### config.mk
export PLATFORM = sky130hd
export DESIGN_NAME = rxr_ring_writer
export DESIGN_NICKNAME = d
export VERILOG_FILES = /design/src/rtl/rxr_pkg.sv /design/src/rtl/rxr_regs.sv /design/src/rtl/rxr_wptr.sv /design/src/rtl/rxr_hdr.sv /design/src/rtl/rxr_ring_writer.sv
export SDC_FILE = /design/constraint.sdc
export NUM_CORES = 1
export LEC_CHECK = 0
export BUFFER_PORTS_ARGS = -buffer_cell sky130_fd_sc_hd__clkbuf_2
export CAP_MARGIN = 0
export CORE_MARGIN = 3
export CORE_UTILIZATION = 30
export DETAILED_ROUTE_END_ITERATION = 10
export SLEW_MARGIN = 20
export SYNTH_ARGS = -nofsm -noshare
export SYNTH_HDL_FRONTEND = slang
export SYNTH_SLANG_ARGS = --single-unit
### constraint.sdc
create_clock -name clk -period 6.6 [get_ports clk]
set_input_delay 1.32 -clock clk [delete_from_list [all_inputs] [get_ports clk]]
set_output_delay 1.32 -clock clk [all_outputs]
set_load 0.02 [all_outputs]
### src/rtl/rxr_pkg.sv
package rxr_pkg;
  typedef enum logic [1:0] {ST_RX, ST_DROP, ST_HDR} rxr_state_e;

  localparam int HDR_BYTES = 4;
  localparam int LEN_W     = 16;

  localparam logic [7:0] STAT_GOOD  = 8'h01;
  localparam logic [7:0] STAT_CRC   = 8'h02;
  localparam logic [7:0] STAT_ALIGN = 8'h04;
  localparam logic [7:0] STAT_OVF   = 8'h08;

  localparam logic [1:0] RA_START = 2'd0;
  localparam logic [1:0] RA_STOP  = 2'd1;
  localparam logic [1:0] RA_CURR  = 2'd2;
  localparam logic [1:0] RA_BOUND = 2'd3;
endpackage

### src/rtl/rxr_regs.sv
module rxr_regs #(
  parameter int PAGE_W = 8
) (
  input  logic              clk,
  input  logic              rst_n,
  input  logic              we,
  input  logic [1:0]        addr,
  input  logic [PAGE_W-1:0] wdata,
  input  logic              commit,
  input  logic [PAGE_W-1:0] commit_page,
  output logic [PAGE_W-1:0] rdata,
  output logic [PAGE_W-1:0] pstart,
  output logic [PAGE_W-1:0] pstop,
  output logic [PAGE_W-1:0] curr,
  output logic [PAGE_W-1:0] bound
);
  import rxr_pkg::*;

  always_ff @(posedge clk) begin
    if (!rst_n) begin
      pstart <= '0;
      pstop  <= '0;
      curr   <= '0;
      bound  <= '0;
    end else begin
      if (we && addr == RA_START) pstart <= wdata;
      if (we && addr == RA_STOP)  pstop  <= wdata;
      if (we && addr == RA_BOUND) bound  <= wdata;
      // a frame commit takes precedence over a host write in the same cycle
      if (commit)                       curr <= commit_page;
      else if (we && addr == RA_CURR)   curr <= wdata;
    end
  end

  always_comb begin
    unique case (addr)
      RA_START: rdata = pstart;
      RA_STOP:  rdata = pstop;
      RA_CURR:  rdata = curr;
      default:  rdata = bound;
    endcase
  end
endmodule

### src/rtl/rxr_wptr.sv
module rxr_wptr #(
  parameter int PAGE_W = 8,
  parameter int OFF_W  = 8,
  parameter int LEN_W  = 16,
  parameter int HDR    = 4
) (
  input  logic              clk,
  input  logic              rst_n,
  input  logic              adv,
  input  logic              last,
  input  logic [PAGE_W-1:0] start_pg,
  input  logic [PAGE_W-1:0] pstart,
  input  logic [PAGE_W-1:0] pstop,
  output logic [PAGE_W-1:0] cur_page,
  output logic [OFF_W-1:0]  cur_off,
  output logic [PAGE_W-1:0] next_page,
  output logic [PAGE_W-1:0] frame_page,
  output logic [LEN_W-1:0]  len
);
  logic              in_frame;
  logic [PAGE_W-1:0] wpage;
  logic [OFF_W-1:0]  woff;
  logic [PAGE_W-1:0] inc_page;

  assign cur_page  = in_frame ? wpage : start_pg;
  assign cur_off   = in_frame ? woff  : OFF_W'(HDR);
  assign inc_page  = cur_page + 1'b1;
  assign next_page = (inc_page == pstop) ? pstart : inc_page;

  always_ff @(posedge clk) begin
    if (!rst_n) begin
      in_frame   <= 1'b0;
      wpage      <= '0;
      woff       <= '0;
      frame_page <= '0;
      len        <= '0;
    end else if (adv) begin
      in_frame <= !last;
      woff     <= cur_off + 1'b1;
      wpage    <= (&cur_off) ? next_page : cur_page;
      if (!in_frame) begin
        frame_page <= start_pg;
        len        <= LEN_W'(1);
      end else begin
        len <= len + 1'b1;
      end
    end
  end
endmodule

### src/rtl/rxr_hdr.sv
module rxr_hdr #(
  parameter int PAGE_W = 8,
  parameter int LEN_W  = 16
) (
  input  logic [1:0]        idx,
  input  logic [7:0]        status,
  input  logic [PAGE_W-1:0] link,
  input  logic [LEN_W-1:0]  len,
  output logic [7:0]        hbyte
);
  always_comb begin
    unique case (idx)
      2'd0:    hbyte = status;
      2'd1:    hbyte = 8'(link);
      2'd2:    hbyte = len[7:0];
      default: hbyte = len[15:8];
    endcase
  end
endmodule

### src/rtl/rxr_ring_writer.sv
module rxr_ring_writer #(
  parameter int PAGE_W = 8,
  parameter int OFF_W  = 8,
  localparam int ADDR_W = PAGE_W + OFF_W
) (
  input  logic              clk,
  input  logic              rst_n,
  input  logic              in_valid,
  output logic              in_ready,
  input  logic [7:0]        in_data,
  input  logic              in_last,
  input  logic [1:0]        in_err,
  input  logic              reg_we,
  input  logic [1:0]        reg_addr,
  input  logic [PAGE_W-1:0] reg_wdata,
  output logic [PAGE_W-1:0] reg_rdata,
  output logic              mem_we,
  output logic [ADDR_W-1:0] mem_addr,
  output logic [7:0]        mem_wdata,
  output logic              stat_valid,
  output logic [7:0]        stat_code
);
  import rxr_pkg::*;

  rxr_state_e        state;
  logic [1:0]        hcnt;
  logic [PAGE_W-1:0] link_pg;
  logic [PAGE_W-1:0] pstart, pstop, curr, bound;
  logic [PAGE_W-1:0] cur_page, next_page, frame_page;
  logic [OFF_W-1:0]  cur_off;
  logic [LEN_W-1:0]  len;
  logic [7:0]        hbyte;
  logic              acc, hit, commit;

  assign in_ready = (state != ST_HDR);
  assign acc      = in_valid && in_ready;
  assign hit      = (cur_page == bound);
  assign commit   = (state == ST_HDR) && (hcnt == 2'd3);

  rxr_regs #(.PAGE_W(PAGE_W)) u_regs (
    .clk(clk), .rst_n(rst_n), .we(reg_we), .addr(reg_addr), .wdata(reg_wdata),
    .commit(commit), .commit_page(link_pg), .rdata(reg_rdata),
    .pstart(pstart), .pstop(pstop), .curr(curr), .bound(bound)
  );

  rxr_wptr #(.PAGE_W(PAGE_W), .OFF_W(OFF_W), .LEN_W(LEN_W), .HDR(HDR_BYTES)) u_wptr (
    .clk(clk), .rst_n(rst_n), .adv(acc), .last(in_last), .start_pg(curr),
    .pstart(pstart), .pstop(pstop), .cur_page(cur_page), .cur_off(cur_off),
    .next_page(next_page), .frame_page(frame_page), .len(len)
  );

  rxr_hdr #(.PAGE_W(PAGE_W), .LEN_W(LEN_W)) u_hdr (
    .idx(hcnt), .status(STAT_GOOD), .link(link_pg), .len(len), .hbyte(hbyte)
  );

  always_comb begin
    if (state == ST_HDR) begin
      mem_we    = 1'b1;
      mem_addr  = {frame_page, OFF_W'(hcnt)};
      mem_wdata = hbyte;
    end else begin
      mem_we    = acc && (state == ST_RX) && !hit;
      mem_addr  = {cur_page, cur_off};
      mem_wdata = in_data;
    end
  end

  always_ff @(posedge clk) begin
    if (!rst_n) begin
      state      <= ST_RX;
      hcnt       <= '0;
      link_pg    <= '0;
      stat_valid <= 1'b0;
      stat_code  <= '0;
    end else begin
      stat_valid <= 1'b0;
      unique case (state)
        ST_RX: if (acc) begin
          if (hit) begin
            if (in_last) begin
              stat_valid <= 1'b1;
              stat_code  <= STAT_OVF;
            end else begin
              state <= ST_DROP;
            end
          end else if (in_last) begin
            if (in_err != 2'b00) begin
              stat_valid <= 1'b1;
              stat_code  <= {5'b0, in_err, 1'b0};
            end else begin
              state   <= ST_HDR;
              hcnt    <= '0;
              link_pg <= next_page;
            end
          end
        end
        ST_DROP: if (acc && in_last) begin
          state      <= ST_RX;
          stat_valid <= 1'b1;
          stat_code  <= STAT_OVF;
        end
        ST_HDR: begin
          hcnt <= hcnt + 1'b1;
          if (hcnt == 2'd3) begin
            state      <= ST_RX;
            stat_valid <= 1'b1;
            stat_code  <= STAT_GOOD;
          end
        end
        default: state <= ST_RX;
      endcase
    end
  end
endmodule

==> flow_metrics.tcl <==
set metrics [dict create \
    grt_pass1_wl_mm 22.7 \
    overflow 0 \
    row_count 46 \
    clock.fmax_mhz 218 \
    ant_nets 0 \
    clk_pin_slew_worst_paths_ns 0.07 \
    end_kind "primary output" \
    layout-area-overhead-vs-synth_pct 14.6 \
    synthesis.area_mm2 0.00508 \
    drt_iter0_drc 367 \
    crit_path_start_kind "flop" \
    path_cells "buf_4, mux2i_4, xnor2_1, nor4_4, nand2_1, a31o_2, clkbuf_2" \
    worst_ep_arrival_time_ns 3.27 \
    drive_gt1_share_pct 20.1 \
    dieWidth_um 136 \
    clk_latency_ns 0.35 \
    clock_path_buffers 2 \
    cts_tree "yes" \
    postCtsHoldBufs 0 \
    slew_headroom_pct 30.1 \
    ios 68 \
    grt_util_all_layers_pct 15.8 \
    dieArea_mm2 0.0185 \
    required_ns 5.28 \
    synth-seq-cells 90 \
    grt_antenna_before_repair 0 \
    finalCritPeriodShare_pct 69.6 \
    critPathKind "reg -> out" \
    first_pass_iters 5 \
    crit_fanout 22 \
    h-tree-depth 3 \
    hold_viol_final 0 \
    ctsResizeCount 0 \
    final_common_cell "dfxtp_1" \
    cts-root-buf "clkbuf_16" \
    grt_pass1_vias 4037 \
    cap_violations 0 \
    synth.distinct_cells 62 \
    yosys_warnings 0 \
    clock-sinks 90 \
    port-buffer-count 63 \
    fp.dieH_um 136 \
    worst_slew_pin_slew_ns 1.04 \
    cts_setup_buffers 0 \
    dp_hpwl_mm 10.5 \
    drt-total-wl_mm 14.2 \
    power.density_mw_per_mm2 224 \
    drc_errors 0 \
    via_count 4276 \
    async_flop_share_pct 0 \
    layout_common_cells "dfxtp_1 (90), nor2_1 (81), clkbuf_2 (63), nand2_1 (48), mux2i_1 (37)" \
    status "finished clean" \
    seq_area_frac_synth_pct 35.4 \
    synthesis.area_per_instance_um2 8.80 \
    start_util_pct 31.3 \
    rsz0062_at_grt "no" \
    min_period_ns 4.59 \
    vdd.ir_drop.worst_uv 129 \
    rrSetupSlack_ns 2.64 \
    synth-main-ff-cell "dfxtp_1" \
    finClkSkew_ns 0.00849 \
    fin_nets 657 \
    wire_per_inst_um 16.9 \
    fillers 1707 \
    cp_slowest_stage_delay_ns 0.82 \
    diodes 0 \
    hp-class "reg -> reg" \
    cts-buffers-inserted 9 \
    drv_slew 0 \
    syn-instance-count 578 \
    synth_edf_count 0 \
    grt_start_max_net_pins 53 \
    fin_setup_tns_ns 0 \
    gp_congestion 0.852 \
    crit_path_top_delay_cell "dfxtp_1" \
    utilization_pct 35.9 \
    p_leak_uw 0.00235 \
    core_area_mm2 0.0162 \
    setup_viol 0 \
    via_per_inst 5.08 \
]
[cells by family after synthesis]
group / synth area share [%]
simple gates: 18.5
compound gates: 14.9
flops: 35.4
mux: 16.5
buf+inv: 5.05
xor+xnor: 6.87
fa+ha+maj: 2.71
other cells: 0.0738
[worst max-delay path, delay by kind of cell, from the launching register on]
kind | cells | cell delay, ns
mux | 1 | 0.41
xor+xnor | 1 | 0.15
simple gates | 2 | 0.67
flops | 1 | 0.82
buf+inv | 2 | 0.55
compound gates | 1 | 0.30
[layout make-up]
cell class                      instances  area, um^2  area share, %
Multi-Input combinational cell        434        3040           52.2
Inverter                               18        67.6           1.16
Tap cell                              216         270           4.64
Sequential cell                        90        1800           30.9
Clock buffer                           10         239           4.10
Timing Repair Buffer                   68         353           6.05
Clock inverter                          6        56.3          0.966
[Yosys cell counts (all sizes together), types with 2 or more instances]
| master | instances | area (um^2) |
|---|---|---|
| dfxtp | 90 | 1800 |
| nor3 | 5 | 30.0 |
| a32oi | 2 | 17.5 |
| a21oi | 31 | 155 |
| nor4 | 3 | 48.8 |
| buf | 16 | 103 |
| a211oi | 4 | 30.0 |
| a22oi | 16 | 120 |
| nand3b | 2 | 15.0 |
| nand4 | 9 | 62.6 |
| xnor3 | 2 | 45.0 |
| o221ai | 2 | 17.5 |
| nor2 | 81 | 304 |
| and3 | 9 | 56.3 |
| o22ai | 3 | 18.8 |
| and2 | 2 | 12.5 |
| nand4b | 2 | 17.5 |
| clkbuf | 23 | 86.3 |
| o41ai | 2 | 17.5 |
| nor2b | 2 | 12.5 |
| nor3b | 2 | 20.0 |
| or4 | 2 | 15.0 |
| nand2 | 48 | 180 |
| a2111oi | 2 | 36.3 |
| a311oi | 8 | 70.1 |
| a21o | 3 | 22.5 |
| or3 | 3 | 18.8 |
| xor2 | 14 | 123 |
| inv | 17 | 63.8 |
| o21ai | 39 | 195 |
| nand3 | 25 | 125 |
| ha | 11 | 138 |
| mux2i | 42 | 465 |
| mux2 | 17 | 191 |
| xnor2 | 18 | 158 |
| mux4 | 8 | 180 |
[metal layers]
layer  GRT usage (%)  vias to the layer above  wire length (um)
li1                -                     2133                 -
met1            21.2                     2003              6690
met2            25.3                      126              6570
met3            3.63                       14               749
met4            4.42                        0               225
met5               0                        -                 0
[per-stage QoR]
| step | area (um^2) | cells | total power [uW] | setup WS, ns | hold WS, ns |
|---|---|---|---|---|---|
| finish | 5830 | 842 | 1310 | 2.01 | 0.468 |
| global route | 5830 | 842 | 1360 | 1.84 | 0.496 |
| CTS | 5820 | 842 | 1320 | 2.05 | 0.468 |
| detailed placement | 5530 | 826 | 800 | 2.44 | 0.458 |
| global placement | 5530 | 826 | 800 | 2.46 | 0.457 |
| floorplan | 5090 | 581 | 741 | 2.86 | 0.440 |
[registers in the layout, indices dropped and copies added (netlist names)]
| register | count |
|---|---|
| u_wptr.len | 16 |
| u_regs.pstart | 8 |
| u_regs.bound | 8 |
| u_regs.pstop | 8 |
| u_wptr.in_frame | 1 |
| u_wptr.frame_page | 8 |
| u_wptr.wpage | 8 |
| hcnt | 2 |
| state | 2 |
| link_pg | 8 |
| u_wptr.woff | 8 |
| stat_code | 4 |
| stat_valid | 1 |
| u_regs.curr | 8 |
[path summary, 6_finish.rpt]
path	endpoint	depth (start not counted)	startpoint
hold / removal	u_wptr.woff[1]$_SDFFE_PN0N_	2	u_wptr.woff[1]$_SDFFE_PN0N_
setup reg to reg	link_pg[2]$_SDFFE_PN0P_	9	u_wptr.in_frame$_SDFFE_PN0N_
setup / recovery	mem_we	7	u_wptr.in_frame$_SDFFE_PN0N_
hold reg to reg	u_wptr.woff[1]$_SDFFE_PN0N_	2	u_wptr.woff[1]$_SDFFE_PN0N_
[power by group]
part / internal (uW) / switching [uW]
registers: 561 / 23.4
logic: 78.3 / 126
clock network: 275 / 242
total: 914 / 392
(Power assumes the default switching activity.)
